`config.mk`:
```
export PLATFORM = sky130hd
export DESIGN_NAME = bb_noise_monitor
export DESIGN_NICKNAME = d
export VERILOG_FILES = /design/src/rtl/bbnm_pkg.sv /design/src/rtl/bbnm_ctrl.sv /design/src/rtl/bbnm_dp.sv /design/src/rtl/bb_noise_monitor.sv
export SDC_FILE = /design/constraint.sdc
export NUM_CORES = 1
export LEC_CHECK = 0
export BUFFER_PORTS_ARGS = -buffer_cell sky130_fd_sc_hd__clkbuf_2
export CORE_MARGIN = 5
export CORE_UTILIZATION = 51
export DETAILED_ROUTE_END_ITERATION = 6
export GPL_TIMING_DRIVEN = 1
export PLACE_DENSITY = 0.84
export REMOVE_ABC_BUFFERS = 1
export SLEW_MARGIN = 40
export SYNTH_ARGS = -nofsm -noshare
export SYNTH_HDL_FRONTEND = slang
export SYNTH_SLANG_ARGS = --single-unit
```
`constraint.sdc`:
```
create_clock -name clk -period 3.4 [get_ports clk]
set_clock_uncertainty 0.1 [all_clocks]
set_input_delay 0.68 -clock clk [delete_from_list [all_inputs] [get_ports clk]]
set_output_delay 0.68 -clock clk [all_outputs]
set_load 0.02 [all_outputs]
```
`src/rtl/bbnm_pkg.sv`:
```
package bbnm_pkg;

  // Strobes passed from window control to the datapath each reference cycle
  typedef struct packed {
    logic clear;   // enable low: drop running total
    logic sample;  // take pdBit this cycle
    logic prime;   // first sample since enable/reset: load only, no event
    logic winEnd;  // this sample closes the window
  } ctrlStrobe_t;

endpackage

```
`src/rtl/bbnm_ctrl.sv`:
```
module bbnm_ctrl
  import bbnm_pkg::*;
#(
  parameter int WIN_W = 16
) (
  input  logic             clk,
  input  logic             rstN,
  input  logic             enable,
  input  logic [WIN_W-1:0] winLen,
  output ctrlStrobe_t      strobe
);

  localparam int POS_W = WIN_W + 1;

  logic [WIN_W-1:0] winPos;
  logic             primed;
  logic [POS_W-1:0] posPlusOne;
  logic             lastSlot;

  // Live compare so a new length takes effect within the current window
  assign posPlusOne = {1'b0, winPos} + POS_W'(1);
  assign lastSlot   = posPlusOne >= {1'b0, winLen};

  always_comb begin
    strobe.clear  = !enable;
    strobe.sample = enable;
    strobe.prime  = enable && !primed;
    strobe.winEnd = enable && lastSlot;
  end

  always_ff @(posedge clk) begin
    if (!rstN) begin
      winPos <= '0;
      primed <= 1'b0;
    end else if (!enable) begin
      winPos <= '0;
      primed <= 1'b0;
    end else begin
      primed <= 1'b1;
      if (lastSlot) winPos <= '0;
      else          winPos <= winPos + WIN_W'(1);
    end
  end

endmodule

```
`src/rtl/bbnm_dp.sv`:
```
module bbnm_dp
  import bbnm_pkg::*;
#(
  parameter int CNT_W = 16
) (
  input  logic             clk,
  input  logic             rstN,
  input  ctrlStrobe_t      strobe,
  input  logic             pdBit,
  input  logic [CNT_W-1:0] noiseRef,
  output logic [CNT_W-1:0] noiseCnt,
  output logic             cntValid,
  output logic             above,
  output logic             below
);

  localparam logic [CNT_W-1:0] CNT_MAX = {CNT_W{1'b1}};

  logic             prevBit;
  logic [CNT_W-1:0] acc;
  logic             isEvent;
  logic [CNT_W-1:0] accSum;

  // Repeat of the previous bit (either polarity) is one noise event
  assign isEvent = strobe.sample && !strobe.prime && (pdBit == prevBit);

  always_comb begin
    if (acc == CNT_MAX) accSum = CNT_MAX;
    else                accSum = acc + CNT_W'(isEvent);
  end

  always_ff @(posedge clk) begin
    if (!rstN) begin
      prevBit  <= 1'b0;
      acc      <= '0;
      noiseCnt <= '0;
      cntValid <= 1'b0;
      above    <= 1'b0;
      below    <= 1'b0;
    end else begin
      if (strobe.sample) prevBit <= pdBit;

      if (strobe.clear || strobe.winEnd) acc <= '0;
      else if (strobe.sample)             acc <= accSum;

      cntValid <= strobe.winEnd;
      if (strobe.winEnd) begin
        noiseCnt <= accSum;
        above    <= accSum > noiseRef;
        below    <= accSum < noiseRef;
      end
    end
  end

endmodule

```
`src/rtl/bb_noise_monitor.sv`:
```
module bb_noise_monitor
  import bbnm_pkg::*;
#(
  parameter int CNT_W = 16,
  parameter int WIN_W = 16
) (
  input  logic             clk,
  input  logic             rstN,
  input  logic             enable,
  input  logic             pdBit,
  input  logic [WIN_W-1:0] winLen,
  input  logic [CNT_W-1:0] noiseRef,
  output logic [CNT_W-1:0] noiseCnt,
  output logic             cntValid,
  output logic             above,
  output logic             below
);

  ctrlStrobe_t strobe;

  bbnm_ctrl #(.WIN_W(WIN_W)) u_ctrl (
    .clk    (clk),
    .rstN   (rstN),
    .enable (enable),
    .winLen (winLen),
    .strobe (strobe)
  );

  bbnm_dp #(.CNT_W(CNT_W)) u_dp (
    .clk      (clk),
    .rstN     (rstN),
    .strobe   (strobe),
    .pdBit    (pdBit),
    .noiseRef (noiseRef),
    .noiseCnt (noiseCnt),
    .cntValid (cntValid),
    .above    (above),
    .below    (below)
  );

endmodule

```
After elaboration in Yosys (flattened, before gate mapping)
Index checks and enable logic that the tools add are counted.
{ "totals": {"input_bits": 36, "output_inout_bits": 19, "elab_cells": 30, "reg_bits": 53} }
{ "classes": {"magnitude_cmp": 3, "n_addsub": 3, "n_mux": 2, "bitwise": 2, "reduce_logical": 10, "eq_ne": 2} }
{ "op_table": {"columns": ["op", "count"], "rows": [
  ["$add 16x1->17 const B", 1],
  ["$ge 17x16->1", 1],
  ["$add 16x1->16", 1],
  ["$add 16x1->16 const B", 1],
  ["$eq 16x16->1 const B", 1],
  ["$gt 16x16->1", 1],
  ["$lt 16x16->1", 1],
  ["$mux 16", 1],
  ["$logic_and 1x1->1", 4],
  ["$logic_not 1->1", 3],
  ["$reduce_or 3->1", 1],
  ["$not 1->1", 2],
  ["$reduce_or 2->1", 1],
  ["$eq 1x1->1", 1],
  ["$logic_or 1x1->1", 1],
  ["$mux 1", 1]
]} }

Logic depth before layout (Yosys ltp)
Gate-level depths: netlist (run 1).
{ "logic_depth": {"word_depth": 8, "mapped_depth": 16, "ltp_nobuf": 15} }

Modules after synthesis
From an unflattened synthesis (run 1), not the netlist that was laid out.
{ "unflattened": {"hier_cells": 439, "area_unflattened_um2": 3754.9} }
{ "by_module_without_submodules": {"columns": ["module", "n_inst", "cells_each", "area_per_inst_um2"], "rows": [
  ["bbnm_dp", 1, 300, 2434.8],
  ["bbnm_ctrl", 1, 139, 1320.0]
]} }

Worst setup path after synthesis (run 1)
Ideal clock, no wire load.
{ "synth_timing": {"path_kind": "input to register", "from": "input pdBit", "to": "register u_dp.above", "setup_slack_ps": -113, "cell_stages": 14, "n_path_buf": 1, "t_arrival_ps": 3294, "path_cell_list": "xnor2_1 -> and3_1 -> ha_1 -> ha_1 -> and4_1 -> clkbuf_1 -> and4_1 -> and2_1 -> a21oi_1 -> ha_1 -> nand4_1 -> or4_1 -> nand3_1 -> mux2i_1"} }
{ "synth_via": {"elab_chain_len": 5} }
{ "synth_lines": {"columns": ["element", "line_no", "rtl"], "rows": [
  ["start, declared", "bb_noise_monitor.sv:10", "input logic pdBit,"],
  ["$eq 1x1->1", "bbnm_dp.sv:25", "assign isEvent = strobe.sample && !strobe.prime && (pdBit == prevBit);"],
  ["$logic_and 1x1->1", "bbnm_dp.sv:25", null],
  ["$add 16x1->16", "bbnm_dp.sv:29", "else accSum = acc + CNT_W'(isEvent);"],
  ["$mux 16", "bbnm_dp.sv:28", "if (acc == CNT_MAX) accSum = CNT_MAX;"],
  ["named net u_dp.accSum[8]", "bbnm_dp.sv:22", "logic [CNT_W-1:0] accSum;"],
  ["$gt 16x16->1", "bbnm_dp.sv:49", "above <= accSum > noiseRef;"],
  ["end signal, assigned", "bbnm_dp.sv:49", null],
  ["end, declared", "bbnm_dp.sv:13", "output logic above,"]
]} }
The timed path passes the listed nets, and every way through them passes these cells.
A chain may end at the register's enable or synchronous reset.

Worst setup path in the final report (run 1)
{ "layout_timing": {"from": "input pdBit", "to": "register u_dp.below"} }
{ "layout_via": {"elab_chain_len": 5} }
{ "layout_lines": {"columns": ["element", "line_no", "rtl"], "rows": [
  ["$eq 1x1->1", "bbnm_dp.sv:25", null],
  ["$logic_and 1x1->1", "bbnm_dp.sv:25", null],
  ["$add 16x1->16", "bbnm_dp.sv:29", null],
  ["$mux 16", "bbnm_dp.sv:28", null],
  ["named net u_dp.accSum[13]", "bbnm_dp.sv:22", null],
  ["$lt 16x16->1", "bbnm_dp.sv:50", "below <= accSum < noiseRef;"],
  ["end signal, assigned", "bbnm_dp.sv:50", null],
  ["end, declared", "bbnm_dp.sv:14", "output logic below"]
]} }
The timed path passes the listed nets, and every way through them passes these cells.

==> flow_summary.ini, run 1 <==
[clocking]
cts_tree = built
ctsHoldBuffers = 0
cts_sinks = 53
clkSlewWorstSetupHoldPaths_ns = 0.10
clk_latency_ns = 0.31
cts_buffers = 5
clock_path_buffers = 2
cts_root_buffer = clkbuf_8
cts_htree_levels = 2

[power]
seqPwrFrac = 0.562
power_frac_comb = 0.081
p_leak_uw = 0.00195
p_per_area_nw_per_um2 = 277
p_clk_frac = 0.357
p_sw_frac = 0.238
p_sw_uw = 265
intPower_uw = 847
vdd_drop_max_uv = 291

[timing]
finalCritPeriodShare = 0.953
tightest_slew_ns = 0.457
max_freq_mhz = 308
report.final.slew_viol_count = 0
hold_violations = 0
whs_ns = 0.363
relSlewSlack = 0.695
setup_viol = 0
min_period_ns = 3.24

[yosys]
netlist.area_leader.share = 0.323
synthAdderAreaFrac = 0.133
synth.top_cells.by_area = dfxtp_1 (32%), ha_1 (13%), inv_1 (5.2%)
synthCells = 400
yosys_warnings = 0
yosysTopAreaCell = dfxtp_1
synthArstFlopShare = 0
synth-edff-count = 0
synth_top_family_by_area = simple AND/OR/NAND/NOR gates
netlist_area_um2 = 3290
avgSynthCellArea_um2 = 8.22
synth-seq-cells = 53
ys.flop_type = dfxtp_1
synth-compound-area-share = 0.147
yosys.area_share.simple = 0.227
synthMuxAreaShare = 0.0430
synth_xor_area_frac = 0.0533
synth.distinct_cells = 43
yosysSeqAreaShare = 0.323

[placed_design]
hpwl_mm = 6.44
io_buffers = 54
globalplace.congestion = 0.875

[critical_path]
worstPathArrival_ns = 3.39
cpMaxStageDelayCell = mux2_2
crit_chain = clkbuf_2, xnor2_1, and3_1, ha_1, buf_4, nand4_1, nor2_1, mux2_2, ha_1, a21o_1, a21o_1, a21oi_2, o211ai_1, or2_2, mux2i_1
start_kind = input port
r2r-end = u_dp.noiseCnt[8]$_SDFFE_PN0P_
ff2ff_path_depth = 15
crit_family = simple AND/OR/NAND/NOR gates
critPathBufInv = 2
crit_path_max_fanout = 7
crit_type = in -> reg
r2r_slack_ns = 0.20
critical-path-max-stage-delay_ns = 0.36
worstPathRequired_ns = 3.55
worstReg2RegStart = u_ctrl.winPos[0]$_SDFF_PP0_
worstSetupEndpointType = register

[route]
postRouteAntennaNets = 0
vias_per_cell = 5.67
drt_wl_total_mm = 8.41
vias = 3139
drcViolationCount = 0
wire_per_inst_um = 15.2
drtPass1Iterations = 5
drt_iter0_markers = 160

[floorplan]
die_h_um = 90.3
pin_count = 55
die_x_um = 90.3
start_util = 0.521
dieArea_um2 = 8160
rows = 29
coreArea_um2 = 6310

[final_layout]
drive_gt1_frac = 0.241
syn2layout_area_growth_pct = 22.3
num-nets-final = 547
layout.cells.most_common_list = clkbuf_2 (54), dfxtp_1 (51), inv_1 (46), nand2_1 (39), ha_1 (33)
multi_input_area_um2 = 2090
antenna_cells = 0
final_common_cell = clkbuf_2
ff_latch_area_um2 = 1060
final.fill_count = 507
utilization = 0.637

[hold_path]
hold_depth = 2
holdCritPathClass = reg -> reg
min_to = u_dp.noiseCnt[10]$_SDFFE_PN0P_
min_from = u_dp.noiseCnt[10]$_SDFFE_PN0P_

[run_status]
outcome = complete, no violations

[global_route]
grt_pass1_wl_mm = 13.8
grt_usage = 0.201
grt_max_degree = 19
antenna_found_initial = 0
grt_overflow = 0
first_global_vias = 3056

[job]
maxCapViolations = 0
==> area by class of cell <==
cell class | count | area share
repair buffers | 83 | 0.124
inverters | 46 | 0.0429
multi-input cells | 287 | 0.519
clock inverters | 1 | 0.00124
well taps | 77 | 0.0240
clock buffers | 7 | 0.0240
flip-flops and latches | 53 | 0.264
==> power by group through the flow <==
stage | registers (µW) | logic (µW) | clock network, µW
final | 625 | 89.7 | 397
after global routing | 626 | 102 | 434
after CTS | 625 | 86.9 | 401
after detailed placement | 639 | 85.8 | 0
after global placement | 639 | 81.0 | 0
after floorplan | 639 | 42.1 | 0
==> through the flow <==
| stage | setup WS [ns] | power [µW] | std cells | setup TNS [ns] | instance area (µm²) |
|---|---|---|---|---|---|
| CTS | 0.00785 | 1110 | 552 | 0 | 3910 |
| detailed placement | -0.239 | 725 | 544 | -0.681 | 3800 |
| finish | 0.158 | 1110 | 554 | 0 | 4020 |
| floorplan | -0.682 | 681 | 386 | -18.64 | 3220 |
| global route | -0.0336 | 1160 | 554 | -0.173 | 4020 |
| global placement | -0.113 | 720 | 544 | -0.213 | 3800 |
==> timing repair <==
item	in CTS	in global routing
endpoints found under the hold margin	0	0
endpoints found under the setup margin	37	49
pin swaps	0	10
setup buffers	0	2
gates resized for setup	2	21
cloned	0	0
==> cell usage after synthesis, types with 3 or more instances <==
cell type and n:
a21o_1 4, a21oi_1 19, a22oi_1 7, a31oi_1 11, and2_1 3, and3_1 3, and4_1 8, buf_2 8
clkbuf_1 5, dfxtp_1 53, ha_1 35, inv_1 46, mux2i_1 13, nand2_1 39, nand3_1 23, nand4_1 11
nor2_1 27, nor2b_1 19, nor3_1 4, o21a_1 4, o21ai_0 12, xnor2_1 11, xor2_1 9
==> worst max-delay path by stage <==
stage / cells after the start / from / endpoint
2_1_floorplan: 12 / u_ctrl.winPos[0]$_SDFF_PP0_ / u_dp.acc[8]$_SDFFE_PP0P_
3_3_place_gp: 14 / pdBit / u_dp.above$_SDFFE_PN0P_
3_5_place_dp: 15 / pdBit / u_dp.below$_SDFFE_PN0P_
4_1_cts: 14 / u_ctrl.winPos[0]$_SDFF_PP0_ / u_dp.noiseCnt[8]$_SDFFE_PN0P_
5_1_grt: 15 / u_ctrl.winPos[0]$_SDFF_PP0_ / u_dp.noiseCnt[8]$_SDFFE_PN0P_
6_report: 15 / pdBit / u_dp.below$_SDFFE_PN0P_
==> flip-flops by register name, summed over array words and instances (netlist names) <==
name	flops
u_ctrl.winPos	16
u_dp.above	1
u_dp.noiseCnt	16
u_dp.cntValid	1
u_dp.acc	16
u_ctrl.primed	1
u_dp.below	1
u_dp.prevBit	1
==> layer usage <==
metal	GRT usage	part of all wire	vias to the layer above	routed length [µm]
met2	0.358	0.51	100	4290
met1	0.242	0.42	1479	3510
met5	0	0	-	0
li1	-	-	1544	-
met4	0.0546	0.022	0	184
met3	0.0442	0.051	16	426
==> worst min-delay path: stages (launching register included) <==
cell	delay, ns
dfxtp_1	0.32
nand2_1	0.05
mux2i_1	0.05
==> cells by family (layout without fill, tap and decap cells) <==
kind of cell / count (synthesis) / count (layout)
AO/OA/AOI/OAI: 73 / 73
XOR/XNOR: 20 / 20
adder cells (fa/ha/maj): 35 / 35
buffers and inverters: 60 / 137
flip-flops: 53 / 53
multiplexers: 14 / 14
AND/OR/NAND/NOR: 145 / 145
Note: power is estimated with default switching activity, not from simulation.
==> run 2, diff against run 1 <==
==> constraint.sdc (replaced) <==
create_clock -name clk -period 3.4 [get_ports clk]
set_clock_uncertainty 0.1 [all_clocks]
set_input_delay 0.34 -clock clk [delete_from_list [all_inputs] [get_ports clk]]
set_output_delay 0.34 -clock clk [all_outputs]
set_load 0.02 [all_outputs]
==> flow_summary.ini, run 2 (same netlist as run 1, synthesis figures left out) <==
[placed_design]
dp_cells = 530
hpwl_mm = 6.20
globalplace.congestion = 0.887
io_buffers = 54
dpl_cell_area_um2 = 3700

[final_layout]
final.fill_count = 541
syn2layout_area_growth_pct = 20.2
drive_gt1_frac = 0.228
layout.cells.most_common_list = clkbuf_2 (54), dfxtp_1 (47), inv_1 (46), nand2_1 (39), ha_1 (33)
num-nets-final = 531
antenna_cells = 0
top_regs = u_ctrl.winPos: 16 flops, u_dp.acc: 16 flops, u_dp.noiseCnt: 16 flops
final_common_cell = clkbuf_2
design_area_um2 = 3960
finalNonFillerCells = 538

[critical_path]
start_kind = register
crit_path_max_fanout = 11
crit_family = simple AND/OR/NAND/NOR gates
critical-path-max-stage-delay_ns = 0.37
worstSetupEndpointType = register
crit_top_cell = ha_1
crit_chain = ha_1, nand3_2, nor4_4, nand2_1, xnor2_2, ha_1, nand4_1, nor4_1, a211o_1, nor3_4, buf_6, a21o_1, buf_12, mux2i_1
cpMaxStageDelayCell = dfxtp_2
worstPathRequired_ns = 3.53
worstPathArrival_ns = 3.33
crit_type = reg -> reg
critPathBufInv = 2

[timing]
setup_viol = 0
tightest_slew_ns = 0.433
max_freq_mhz = 313
finalCritPeriodShare = 0.939
relSlewSlack = 0.708
hold_violations = 0
report.final.slew_viol_count = 0
min_period_ns = 3.19

[clocking]
clk_latency_ns = 0.30
clock_path_buffers = 2
cts_sinks = 53
cts_root_buffer = clkbuf_8
cts_htree_levels = 2
cts_buffers = 5
clkSlewWorstSetupHoldPaths_ns = 0.10
post_cts_buffers = 0
cts_tree = built

[route]
drt_iter0_markers = 168
vias_per_cell = 5.62
drt_wl_total_mm = 8.07
wire_per_inst_um = 15.0
drcViolationCount = 0
postRouteAntennaNets = 0
drtPass1Iterations = 4
vias = 3025

[floorplan]
rows = 29
die_h_um = 90.3
pin_count = 55
dieArea_um2 = 8160
start_util = 0.521
die_x_um = 90.3
coreArea_um2 = 6310

[run_status]
outcome = complete, no violations

[global_route]
grt_use_met1 = 0.236
grt_usage = 0.195
grt_max_degree = 19
met2_usage = 0.344
grt_use_met3 = 0.0400
grt_overflow = 0
antenna_found_initial = 0
grt_pass1_wl_mm = 13.4
busiest_layer = met2
first_global_vias = 2998

[hold_path]
holdCritPathClass = in -> reg

[power]
vdd_drop_max_uv = 175
p_leak_uw = 0.00191
p_per_area_nw_per_um2 = 307

[job]
maxCapViolations = 0
[run 2: cell count changes in the layout (fill, tap and decap cells not counted), sizes merged]
| cell | change |
|---|---|
| buf | -16 |
| bufinv | +2 |
| clkbuf | -2 |
[run 2: repair_timing]
action,CTS,global route
resized for setup,3,26
setup endpoints to repair,31,49
hold buffers,0,0
pin swaps,0,6
[run 2: worst register-to-register path: cells and delay by family (launching register included)]
family | cells | cell delay, ns
adder cells (fa/ha/maj) | 2 | 0.51
buffers and inverters | 2 | 0.33
multiplexers | 1 | 0.19
flip-flops | 1 | 0.37
AND/OR/NAND/NOR | 6 | 0.96
AO/OA/AOI/OAI | 2 | 0.51
XOR/XNOR | 1 | 0.17
[run 2: report_power, final]
group	internal (µW)	switching, µW
Sequential	623	2.12
Clock	293	210
Combinational	37.4	47.9
Total	953	260
[run 2: routing by layer]
layer | part of all wire | wire length (µm) | vias up
met2 | 0.51 | 4130 | 86
met5 | 0 | 0 | -
li1 | - | - | 1510
met1 | 0.43 | 3430 | 1415
met3 | 0.045 | 363 | 14
met4 | 0.018 | 144 | 0
[run 2: metrics by stage]
step	utilization	setup WS (ns)	power (µW)	hold WS [ns]	setup TNS (ns)
2_1_floorplan	-	-0.682	681	0.333	-18.64
3_3_place_gp	0.585	0.0451	718	0.343	0
3_5_place_dp	0.585	-0.0805	721	0.353	-0.541
4_1_cts	0.610	0.00900	1220	0.207	0
5_1_grt	0.626	-0.0725	1270	0.248	-0.262
6_report	0.626	0.207	1210	0.248	0
[run 2: path summary, 6_finish.rpt]
check	startpoint	end	slack [ns]	cells after the start
setup reg to reg	u_ctrl.winPos[0]$_SDFF_PP0_	u_dp.noiseCnt[10]$_SDFFE_PN0P_	0.21	14
setup / recovery	u_ctrl.winPos[0]$_SDFF_PP0_	u_dp.noiseCnt[10]$_SDFFE_PN0P_	0.21	14
hold / removal	pdBit	u_dp.prevBit$_SDFFE_PN0P_	0.25	3
hold reg to reg	u_ctrl.winPos[0]$_SDFF_PP0_	u_ctrl.winPos[0]$_SDFF_PP0_	0.34	1
[run 2: final cells by class]
class,count,area [µm²],area share
multi-input combinational,287,2100,0.531
inverter,46,173,0.0437
tap,77,96.3,0.0244
clock inverter,3,65.1,0.0165
timing repair buffer,67,384,0.0971
sequential,53,1070,0.270
clock buffer,5,68.8,0.0174
